[config.mk]
export PLATFORM = sky130hd
export DESIGN_NAME = iq_ddc
export DESIGN_NICKNAME = d
export VERILOG_FILES = /design/src/rtl/ddc_pkg.sv /design/src/rtl/ddc_phase_acc.sv /design/src/rtl/ddc_sincos_lut.sv /design/src/rtl/ddc_mixer.sv /design/src/rtl/iq_ddc.sv
export SDC_FILE = /design/constraint.sdc
export NUM_CORES = 2
export LEC_CHECK = 0
export ABC_AREA = 1
export CAP_MARGIN = 0
export CORE_UTILIZATION = 50
export CTS_CLUSTER_DIAMETER = 60
export CTS_CLUSTER_SIZE = 24
export DETAILED_ROUTE_END_ITERATION = 8
export GPL_TIMING_DRIVEN = 0
export PLACE_DENSITY_LB_ADDON = 0.05
export RECOVER_POWER = 50
export SYNTH_ARGS = -nofsm -noshare
export SYNTH_HDL_FRONTEND = slang
export SYNTH_SLANG_ARGS = --single-unit
[constraint.sdc]
create_clock -name clk -period 8 [get_ports clk]
set_input_delay 1.2 -clock clk [delete_from_list [all_inputs] [get_ports clk]]
set_output_delay 1.2 -clock clk [all_outputs]
set_load 0.05 [all_outputs]
[src/rtl/ddc_pkg.sv]
package ddc_pkg;
  // fixed-point format used while building the quarter-wave table
  localparam int     SIN_FRAC  = 28;
  localparam longint HALF_PI_Q = 64'sd421657428;   // pi/2 * 2^28

  // amplitude * sin(pi/2 * (k + 0.5) / n), rounded, by an integer Taylor series
  function automatic longint quarter_sine(input int k, input int n, input int amp);
    longint x, x2, term, sum;
    x    = (HALF_PI_Q * longint'(2 * k + 1)) / longint'(2 * n);
    x2   = (x * x) >>> SIN_FRAC;
    term = x;
    sum  = x;
    for (int i = 1; i <= 6; i++) begin
      term = (-((term * x2) >>> SIN_FRAC)) / longint'((2 * i) * (2 * i + 1));
      sum  = sum + term;
    end
    return (sum * longint'(amp) + (64'sd1 <<< (SIN_FRAC - 1))) >>> SIN_FRAC;
  endfunction
endpackage

[src/rtl/ddc_phase_acc.sv]
module ddc_phase_acc #(
  parameter int FTW_W = 45,
  parameter int PH_W  = 24,
  parameter int IDX_W = 10
) (
  input  logic             clk,
  input  logic             rst_n,
  input  logic             trig,
  input  logic             in_valid,
  input  logic [FTW_W-1:0] ftw_in,
  input  logic [PH_W-1:0]  pofs_in,
  output logic [FTW_W-1:0] acc_q,
  output logic [FTW_W-1:0] ftw_act,
  output logic [PH_W-1:0]  pofs_act,
  output logic [PH_W-1:0]  ph,
  output logic [IDX_W-1:0] idx
);
  logic [FTW_W-1:0] acc_base, ftw_use;
  logic [PH_W-1:0]  pofs_use;

  // a trigger acts on the sample of its own cycle
  always_comb begin
    acc_base = trig ? '0      : acc_q;
    ftw_use  = trig ? ftw_in  : ftw_act;
    pofs_use = trig ? pofs_in : pofs_act;
    ph       = acc_base[FTW_W-1 -: PH_W] + pofs_use;
    idx      = ph[PH_W-1 -: IDX_W];
  end

  always_ff @(posedge clk or negedge rst_n) begin
    if (!rst_n) begin
      acc_q    <= '0;
      ftw_act  <= '0;
      pofs_act <= '0;
    end else begin
      if (trig) begin
        ftw_act  <= ftw_in;
        pofs_act <= pofs_in;
      end
      acc_q <= in_valid ? acc_base + ftw_use : acc_base;
    end
  end
endmodule

[src/rtl/ddc_sincos_lut.sv]
module ddc_sincos_lut #(
  parameter int IDX_W = 10,
  parameter int AMP_W = 16,
  parameter int IN_W  = 16
) (
  input  logic                    clk,
  input  logic                    rst_n,
  input  logic                    in_vld,
  input  logic [IDX_W-1:0]        idx,
  input  logic signed [IN_W-1:0]  x,
  output logic                    vld_q,
  output logic signed [IN_W-1:0]  x_q,
  output logic signed [AMP_W-1:0] cos_q,
  output logic signed [AMP_W-1:0] sin_q
);
  localparam int QN      = 1 << (IDX_W - 2);
  localparam int AMP_MAX = (1 << (AMP_W - 1)) - 1;

  logic [AMP_W-1:0] qtab [QN];

  for (genvar k = 0; k < QN; k++) begin : g_tab
    localparam longint VAL = ddc_pkg::quarter_sine(k, QN, AMP_MAX);
    assign qtab[k] = AMP_W'(VAL);
  end

  // full-cycle sine from the quarter table: mirror in odd quadrants, negate in the lower half
  function automatic logic signed [AMP_W-1:0] wave(input logic [IDX_W-1:0] p);
    logic [IDX_W-3:0] k;
    logic [AMP_W-1:0] m;
    k = p[IDX_W-2] ? ~p[IDX_W-3:0] : p[IDX_W-3:0];
    m = qtab[k];
    return p[IDX_W-1] ? -$signed(m) : $signed(m);
  endfunction

  logic [IDX_W-1:0] idx_c;
  assign idx_c = idx + IDX_W'(QN);   // cosine leads sine by a quarter turn

  always_ff @(posedge clk or negedge rst_n) begin
    if (!rst_n) begin
      vld_q <= 1'b0;
      x_q   <= '0;
      cos_q <= '0;
      sin_q <= '0;
    end else begin
      vld_q <= in_vld;
      if (in_vld) begin
        x_q   <= x;
        cos_q <= wave(idx_c);
        sin_q <= wave(idx);
      end
    end
  end
endmodule

[src/rtl/ddc_mixer.sv]
module ddc_mixer #(
  parameter int IN_W  = 16,
  parameter int AMP_W = 16,
  parameter int OUT_W = 16
) (
  input  logic                    clk,
  input  logic                    rst_n,
  input  logic                    vld,
  input  logic signed [IN_W-1:0]  x,
  input  logic signed [AMP_W-1:0] c,
  input  logic signed [AMP_W-1:0] s,
  output logic                    out_vld,
  output logic signed [OUT_W-1:0] oi,
  output logic signed [OUT_W-1:0] oq
);
  localparam int PW = IN_W + AMP_W + 1;
  localparam logic signed [PW-1:0] HALF = PW'(1) <<< (AMP_W - 2);
  localparam logic signed [PW-1:0] MAXV = (PW'(1) <<< (OUT_W - 1)) - PW'(1);
  localparam logic signed [PW-1:0] MINV = -(PW'(1) <<< (OUT_W - 1));

  // scale back by the table amplitude, round half up, clamp to the output range
  function automatic logic signed [OUT_W-1:0] round_sat(input logic signed [PW-1:0] p);
    logic signed [PW-1:0] r;
    r = (p + HALF) >>> (AMP_W - 1);
    if (r > MAXV) return MAXV[OUT_W-1:0];
    if (r < MINV) return MINV[OUT_W-1:0];
    return r[OUT_W-1:0];
  endfunction

  logic signed [PW-1:0] pi, pq;
  assign pi = PW'(x) * PW'(c);
  assign pq = -(PW'(x) * PW'(s));

  always_ff @(posedge clk or negedge rst_n) begin
    if (!rst_n) begin
      out_vld <= 1'b0;
      oi      <= '0;
      oq      <= '0;
    end else begin
      out_vld <= vld;
      if (vld) begin
        oi <= round_sat(pi);
        oq <= round_sat(pq);
      end
    end
  end
endmodule

[src/rtl/iq_ddc.sv]
module iq_ddc #(
  parameter int IN_W  = 16,
  parameter int FTW_W = 45,
  parameter int PH_W  = 24,
  parameter int IDX_W = 10,
  parameter int AMP_W = 16,
  parameter int OUT_W = 16
) (
  input  logic                    clk,
  input  logic                    rst_n,
  input  logic                    trig,
  input  logic [FTW_W-1:0]        ftw_in,
  input  logic [PH_W-1:0]         pofs_in,
  input  logic                    in_valid,
  input  logic signed [IN_W-1:0]  in_x,
  output logic                    out_valid,
  output logic signed [OUT_W-1:0] out_i,
  output logic signed [OUT_W-1:0] out_q
);
  // named internal events for the checker
  logic [FTW_W-1:0]        acc_q, ftw_act;
  logic [PH_W-1:0]         pofs_act, ph;
  logic [IDX_W-1:0]        idx;
  logic                    lut_vld;
  logic signed [IN_W-1:0]  lut_x;
  logic signed [AMP_W-1:0] lut_cos, lut_sin;

  ddc_phase_acc #(.FTW_W(FTW_W), .PH_W(PH_W), .IDX_W(IDX_W)) u_acc (
    .clk(clk), .rst_n(rst_n), .trig(trig), .in_valid(in_valid),
    .ftw_in(ftw_in), .pofs_in(pofs_in), .acc_q(acc_q), .ftw_act(ftw_act),
    .pofs_act(pofs_act), .ph(ph), .idx(idx)
  );

  ddc_sincos_lut #(.IDX_W(IDX_W), .AMP_W(AMP_W), .IN_W(IN_W)) u_lut (
    .clk(clk), .rst_n(rst_n), .in_vld(in_valid), .idx(idx), .x(in_x),
    .vld_q(lut_vld), .x_q(lut_x), .cos_q(lut_cos), .sin_q(lut_sin)
  );

  ddc_mixer #(.IN_W(IN_W), .AMP_W(AMP_W), .OUT_W(OUT_W)) u_mix (
    .clk(clk), .rst_n(rst_n), .vld(lut_vld), .x(lut_x), .c(lut_cos), .s(lut_sin),
    .out_vld(out_valid), .oi(out_i), .oq(out_q)
  );
endmodule

==> Word-level counts from Yosys, hierarchy flattened <==
Memories as Yosys holds them, arrays and structs flattened.
Index checks and enable logic that the tools add are counted.
{ "op_classes": {"add_sub_neg": 8, "n_mul": 2, "n_lt_le_gt_ge": 6, "mux": 30, "n_bitwise": 4} }
{ "ops": {"columns": ["operator", "count"], "rows": [
  ["$mux 16", 14],
  ["$mux 45", 3],
  ["$mul 16x16->32", 2],
  ["$add 45x45->45", 1],
  ["$gt 18x16->1 const B", 2],
  ["$lt 18x16->1 const B", 2],
  ["$add 32x16->33 const B", 1],
  ["$add 33x16->33 const B", 1],
  ["$neg 33->33", 1],
  ["$neg 16->16", 2],
  ["$add 24x24->24", 1],
  ["$mux 24", 1],
  ["$ge 9x9->1 const B", 2],
  ["$not 8->9", 2],
  ["$mux 8", 2],
  ["$not 8->8", 2],
  ["$add 10x9->10 const B", 1],
  ["$mux 1", 10]
]} }
{ "totals": {"reg_bits": 196, "mem_bits_ro": 8192, "in_bits": 89, "output_inout_bits": 33, "word_cells": 62, "mem_count": 2} }
{ "mem_list": {"columns": ["memory", "words", "width", "read_ports", "rd_ports_with_merged_regs", "wr", "line", "rtl"], "rows": [
  ["(name not given)", 256, 16, 1, 0, 0, "ddc_sincos_lut.sv:31", "m = qtab[k];"],
  ["(name not given)", 256, 16, 1, 0, 0, "ddc_sincos_lut.sv:31", null]
]} }

==> Depth between registers and ports, before layout <==
{ "logic_depth": {"word_depth": 11, "mapped_depth": 44, "mapped_depth_nobuf": 40} }

==> Hierarchy <==
From an unflattened synthesis, not the netlist that was laid out.
{ "hier_totals": {"cells_unflattened": 6746, "hier_area_um2": 43454.2} }
{ "modules_own_cells": {"columns": ["module", "instances", "cells_per_inst", "area_per_inst_um2", "seq_area_each_um2"], "rows": [
  ["ddc_mixer", 1, 3085, 23166.0, 825.8],
  ["ddc_sincos_lut", 1, 2117, 10600.2, 1226.2],
  ["ddc_phase_acc", 1, 1544, 9688.0, 2852.7]
]} }

==> Least setup slack after synthesis <==
No wires, ideal clock.
{ "synth_path": {"path_type": "reg-to-reg", "startpoint": "reg u_lut.x_q[15]", "endpoint": "reg u_mix.oq[2]", "setup_time_ns": 0.077, "arrival_ns": 6.762, "t_required_ns": 7.923, "slack_ns": 1.161, "path_stages_with_launch": 34, "n_path_buf": 3, "period_less_slack_ns": 6.839, "path_cell_list": "dfrtp_1 clkbuf_1 clkbuf_1 nand2_1 inv_1 fa_1 inv_1 fa_1 inv_1 fa_1 fa_1 fa_1 inv_1 fa_1 inv_1 ha_1 nand2_1 inv_1 nand2_1 nor3_1 nand4_1 nand3_1 nand3_1 nand2_1 a31oi_1 o21ai_0 xnor2_1 nand2_1 nor2_1 nand4_1 nand4_1 buf_2 nand3_1 a21oi_1"} }
{ "synth_between": {"elab_chain_cells": 9, "word_cells_on_any_way": 13, "cone_classes": "2 x add/sub; 1 x mul; 2 x order compare; 8 x mux"} }
{ "synth_lines": {"columns": ["element", "line", "rtl"], "rows": [
  ["start: declaration", "ddc_sincos_lut.sv:12", "output logic signed [IN_W-1:0] x_q,"],
  ["start signal: assignment", "ddc_sincos_lut.sv:41", "x_q <= '0;"],
  ["start signal: assignment", "ddc_sincos_lut.sv:47", "x_q <= x;"],
  ["$mul 16x16->32 (*)", "ddc_mixer.sv:32", "assign pq = -(PW'(x) * PW'(s));"],
  ["$neg 33->33 (*)", "ddc_mixer.sv:32", null],
  ["$add 33x16->33 (*)", "ddc_mixer.sv:24", "r = (p + HALF) >>> (AMP_W - 1);"],
  ["$lt 18x16->1", "ddc_mixer.sv:26", "if (r < MINV) return MINV[OUT_W-1:0];"],
  ["$mux 1 (2 in series)", "ddc_mixer.sv:26", null],
  ["$mux 1", "ddc_mixer.sv:41", "if (vld) begin"],
  ["$mux 16", "ddc_mixer.sv:27", "return r[OUT_W-1:0];"],
  ["$mux 16 (*)", "ddc_mixer.sv:26", null],
  ["end signal: assignment", "ddc_mixer.sv:43", "oq <= round_sat(pq);"],
  ["end: declaration", "ddc_mixer.sv:14", "output logic signed [OUT_W-1:0] oq"]
]} }
Mark *: on every way between the ends. The rest lies on a longest branch, timed or not. The select of a mux whose other input is x is not followed.
A chain may end at the register's enable or synchronous reset.

==> Worst setup path in the final report <==
{ "layout_path": {"startpoint": "in trig", "endpoint": "reg u_lut.cos_q[10]"} }
{ "layout_between": {"elab_chain_cells": 11, "word_cells_on_any_way": 12, "cone_classes": "3 x add/sub; 6 x mux; 2 x bitwise; 1 x memory"} }
{ "layout_lines": {"columns": ["element", "line", "rtl"], "rows": [
  ["start: declaration", "iq_ddc.sv:11", "input logic trig,"],
  ["$mux 24 (*)", "ddc_phase_acc.sv:25", "pofs_use = trig ? pofs_in : pofs_act;"],
  ["named net u_acc.pofs_use[5]", "ddc_phase_acc.sv:19", "logic [PH_W-1:0] pofs_use;"],
  ["$add 24x24->24 (*)", "ddc_phase_acc.sv:26", "ph = acc_base[FTW_W-1 -: PH_W] + pofs_use;"],
  ["$add 10x9->10 (*)", "ddc_sincos_lut.sv:36", "assign idx_c = idx + IDX_W'(QN);"],
  ["$not 8->8", "ddc_sincos_lut.sv:30", "k = p[IDX_W-2] ? ~p[IDX_W-3:0] : p[IDX_W-3:0];"],
  ["$mux 8", "ddc_sincos_lut.sv:30", null],
  ["$not 8->9 (not written as such)", "ddc_sincos_lut.sv:31", null],
  ["$mem_v2 256x16", null, null],
  ["$mux 16 (not written as such) (2 in series)", "ddc_sincos_lut.sv:31", null],
  ["$neg 16->16", "ddc_sincos_lut.sv:32", "return p[IDX_W-1] ? -$signed(m) : $signed(m);"],
  ["$mux 16 (*)", "ddc_sincos_lut.sv:32", null],
  ["end signal: assignment", "ddc_sincos_lut.sv:48", "cos_q <= wave(idx_c);"],
  ["end: declaration", "ddc_sincos_lut.sv:13", "output logic signed [AMP_W-1:0] cos_q,"]
]} }
Mark *: on every way through the listed nets, which the timed path passes. The rest lies on a longest branch. The select of a mux whose other input is x is not followed.

==> flow_summary.toml <==
[floorplan]
rows = 103
die_h_um = 287
die_w_um = 287
coreArea_um2 = 79500
start_util_pct = 50.9
ios = 122
die_area_um2 = 82100

[sta]
finalCriticalPeriod_ns = 7.69
tightest_slew_ns = 5.64
slew_violations = 103
skew_ns = 0.0189
min_period_over_period_pct = 96.1
timing.fmax_mhz = 130
setup_viol = 0
fin_ws_ns = 0.314
slew_headroom_pct = -276
hold_viol_final = 0
fin_setup_tns_ns = 0

[synth]
yosys-top-cells-area = "fa_1 27%, nand2_1 18%, dfrtp_1 12%"
ys.warnings.count = 0
syn-num-nets = 6831
avgSynthCellArea_um2 = 6.84
synth.distinct_cells = 54
synthCells = 5916
ys_async_sr_fraction_pct = 100
yosysSeqAreaShare_pct = 12.1
synth_edf_count = 0
synth-seq-cells = 196
synthFlopType = "dfrtp_1"
synth_top_area_cell = "fa_1"
syn_area_um2 = 40500
netlist.area_leader.share_pct = 26.6

[grt]
grt_max_degree = 103
grt_pass1_wl_um = 270000
track_usage_pct = 45.4
antenna_found_initial = 2
grt_overflow = 0
grt_pass1_vias = 41400

[critical_path]
cp.arrival_ns = 8.10
cp_common_cell = "nand2_1"
cp_slowest_cell = "clkbuf_1"
reg2reg_depth = 30
timing_worst_setup_path_type = "in -> reg"
r2r_end = "u_mix.oq[8]"
timing.rr.start = "u_lut.x_q[7]"
worst_setup_path_end_kind = "flip-flop"
cpPeakStageDelay_ns = 0.58
crit_required_ns = 8.42
crit_fanout = 11
startpoint_type = "input pin"
reg2reg_slack_ns = 0.31

[clocking]
htreeDepth = 4
clkSlewWorstSetupHoldPaths_ns = 0.09
cts_made_buffers = 17
root_buffer = "clkbuf_16"
clockBufferDepth = 2
cts_tree = "yes"
clock_latency_ns = 0.53
cts_hold_buf = 0
cts_sinks = 196

[final_layout]
nets = 6962
drive_above_1_share_pct = 4.39
layout_common_cells = "1889 x nand2_1, 1116 x inv_1, 536 x fa_1"
final_common_cell = "nand2_1"
design_area_um2 = 43800
synthToLayoutAreaGrowth_pct = 8.12

[placement]
dp_slack_ns = -0.768
placed_area_um2 = 43000
io_buffers = 120
dp_hpwl_um = 144000
place_congestion = 1.11

[drt]
ant_nets = 0
drc = 0
viasPerCell = 5.88
firstDrtPassIters = 6
num_vias = 41800
wirelength_um = 185000
post_drt_wl_per_cell_um = 26.1
drtIter0Drc = 5269

[min_path]
min_to = "u_mix.out_vld"
holdCritStartpoint = "u_lut.vld_q"
hold_depth = 0
hold_path_class = "reg -> reg"

[flow_run]
maxCapViolCount = 1

[status]
violations = "max-capacitance violations, max-slew violations"
status = "finished, violations left"
## repair_timing
item | CTS | global route
setup buffers | 1 | 2
pin swaps | 0 | 1
endpoints found under the setup margin | 33 | 58
gates resized for setup | 8 | 93
endpoints found under the hold margin | 0 | 0
## cell usage after synthesis (7+ instances only)
master	n
nand2_4	9
xnor2_1	44
o21ai_1	26
or2_2	10
dfrtp_1	196
o21bai_1	9
nand2_2	27
xor2_1	70
nor2_1	323
o211ai_1	23
o21ai_0	206
nand2_1	1893
a31oi_1	24
nand3b_1	17
ha_1	288
buf_6	14
nand4_1	41
a21oi_1	264
clkbuf_1	157
buf_2	67
inv_2	7
fa_1	538
a21o_1	12
nor3_1	27
buf_1	12
buf_4	21
nand3_1	415
inv_1	1117
## worst max-delay path, delay by kind of cell
family	cells	cell delay, ns
buffers and inverters	10	2.19
adders and majority gates	4	1.49
and+or+nand+nor	28	3.16
## cell type report
class | count | area (um2)
Sequential cell | 196 | 4910
Clock inverter | 15 | 218
Tap cell | 1050 | 1310
Timing Repair Buffer | 124 | 1240
Multi-Input combinational cell | 4321 | 30100
Antenna cell | 1 | 2.50
Inverter | 1125 | 4230
Fill cell | 7807 | 35700
Clock buffer | 17 | 425
Buffer | 262 | 1350
## flip-flops by register name, summed over array words and instances (netlist names)
register        flops
u_acc.acc_q        45
u_acc.pofs_act     24
u_mix.oq           16
u_acc.ftw_act      45
u_mix.out_vld       1
u_mix.oi           16
u_lut.vld_q         1
u_lut.sin_q        16
u_lut.cos_q        16
u_lut.x_q          16
## per-stage QoR
step,utilization [%],std cells,hold WS (ns)
floorplan,-,5916,0.352
global placement,54.1,7086,0.363
detailed placement,54.1,7087,0.373
CTS,55.0,7120,0.390
global route,55.1,7110,0.392
finish,55.1,7111,0.383
## cell families (layout without fill, tap and decap cells)
logic type,count (synthesis),after routing,share of synthesized area [%]
simple gates,2778,2778,28.1
buf+inv,1399,1543,13.7
fa+ha+maj,826,826,35.5
compound gates,603,603,8.06
flops,196,196,12.1
xor+xnor,114,114,2.47
other cells,0,1,0
## per-layer routing
layer,up-vias,global-route usage (%),part of all wire (%)
li1,18200,-,-
met4,4,24.9,6.6
met3,661,15.0,13
met5,-,0,0.018
met2,2840,67.3,42
met1,20100,58.1,38
## worst max path at each step
| stage | cells after the start | slack, ns | start | end |
|---|---|---|---|---|
| after global placement | 1 | -2.65 | rst_n | u_mix.oi[13] |
| after CTS | 44 | 0.02 | trig | u_lut.cos_q[10] |
| after global routing | 32 | -0.001 | u_lut.x_q[15] | u_mix.oq[7] |
| after detailed placement | 44 | -0.77 | trig | u_lut.cos_q[10] |
| after floorplan | 33 | 1.16 | u_lut.x_q[15] | u_mix.oq[2] |
| final | 42 | 0.31 | trig | u_lut.cos_q[10] |
Power is not shown: default switching activity piles up to over one toggle a cycle in this logic, so the estimate is an artifact.
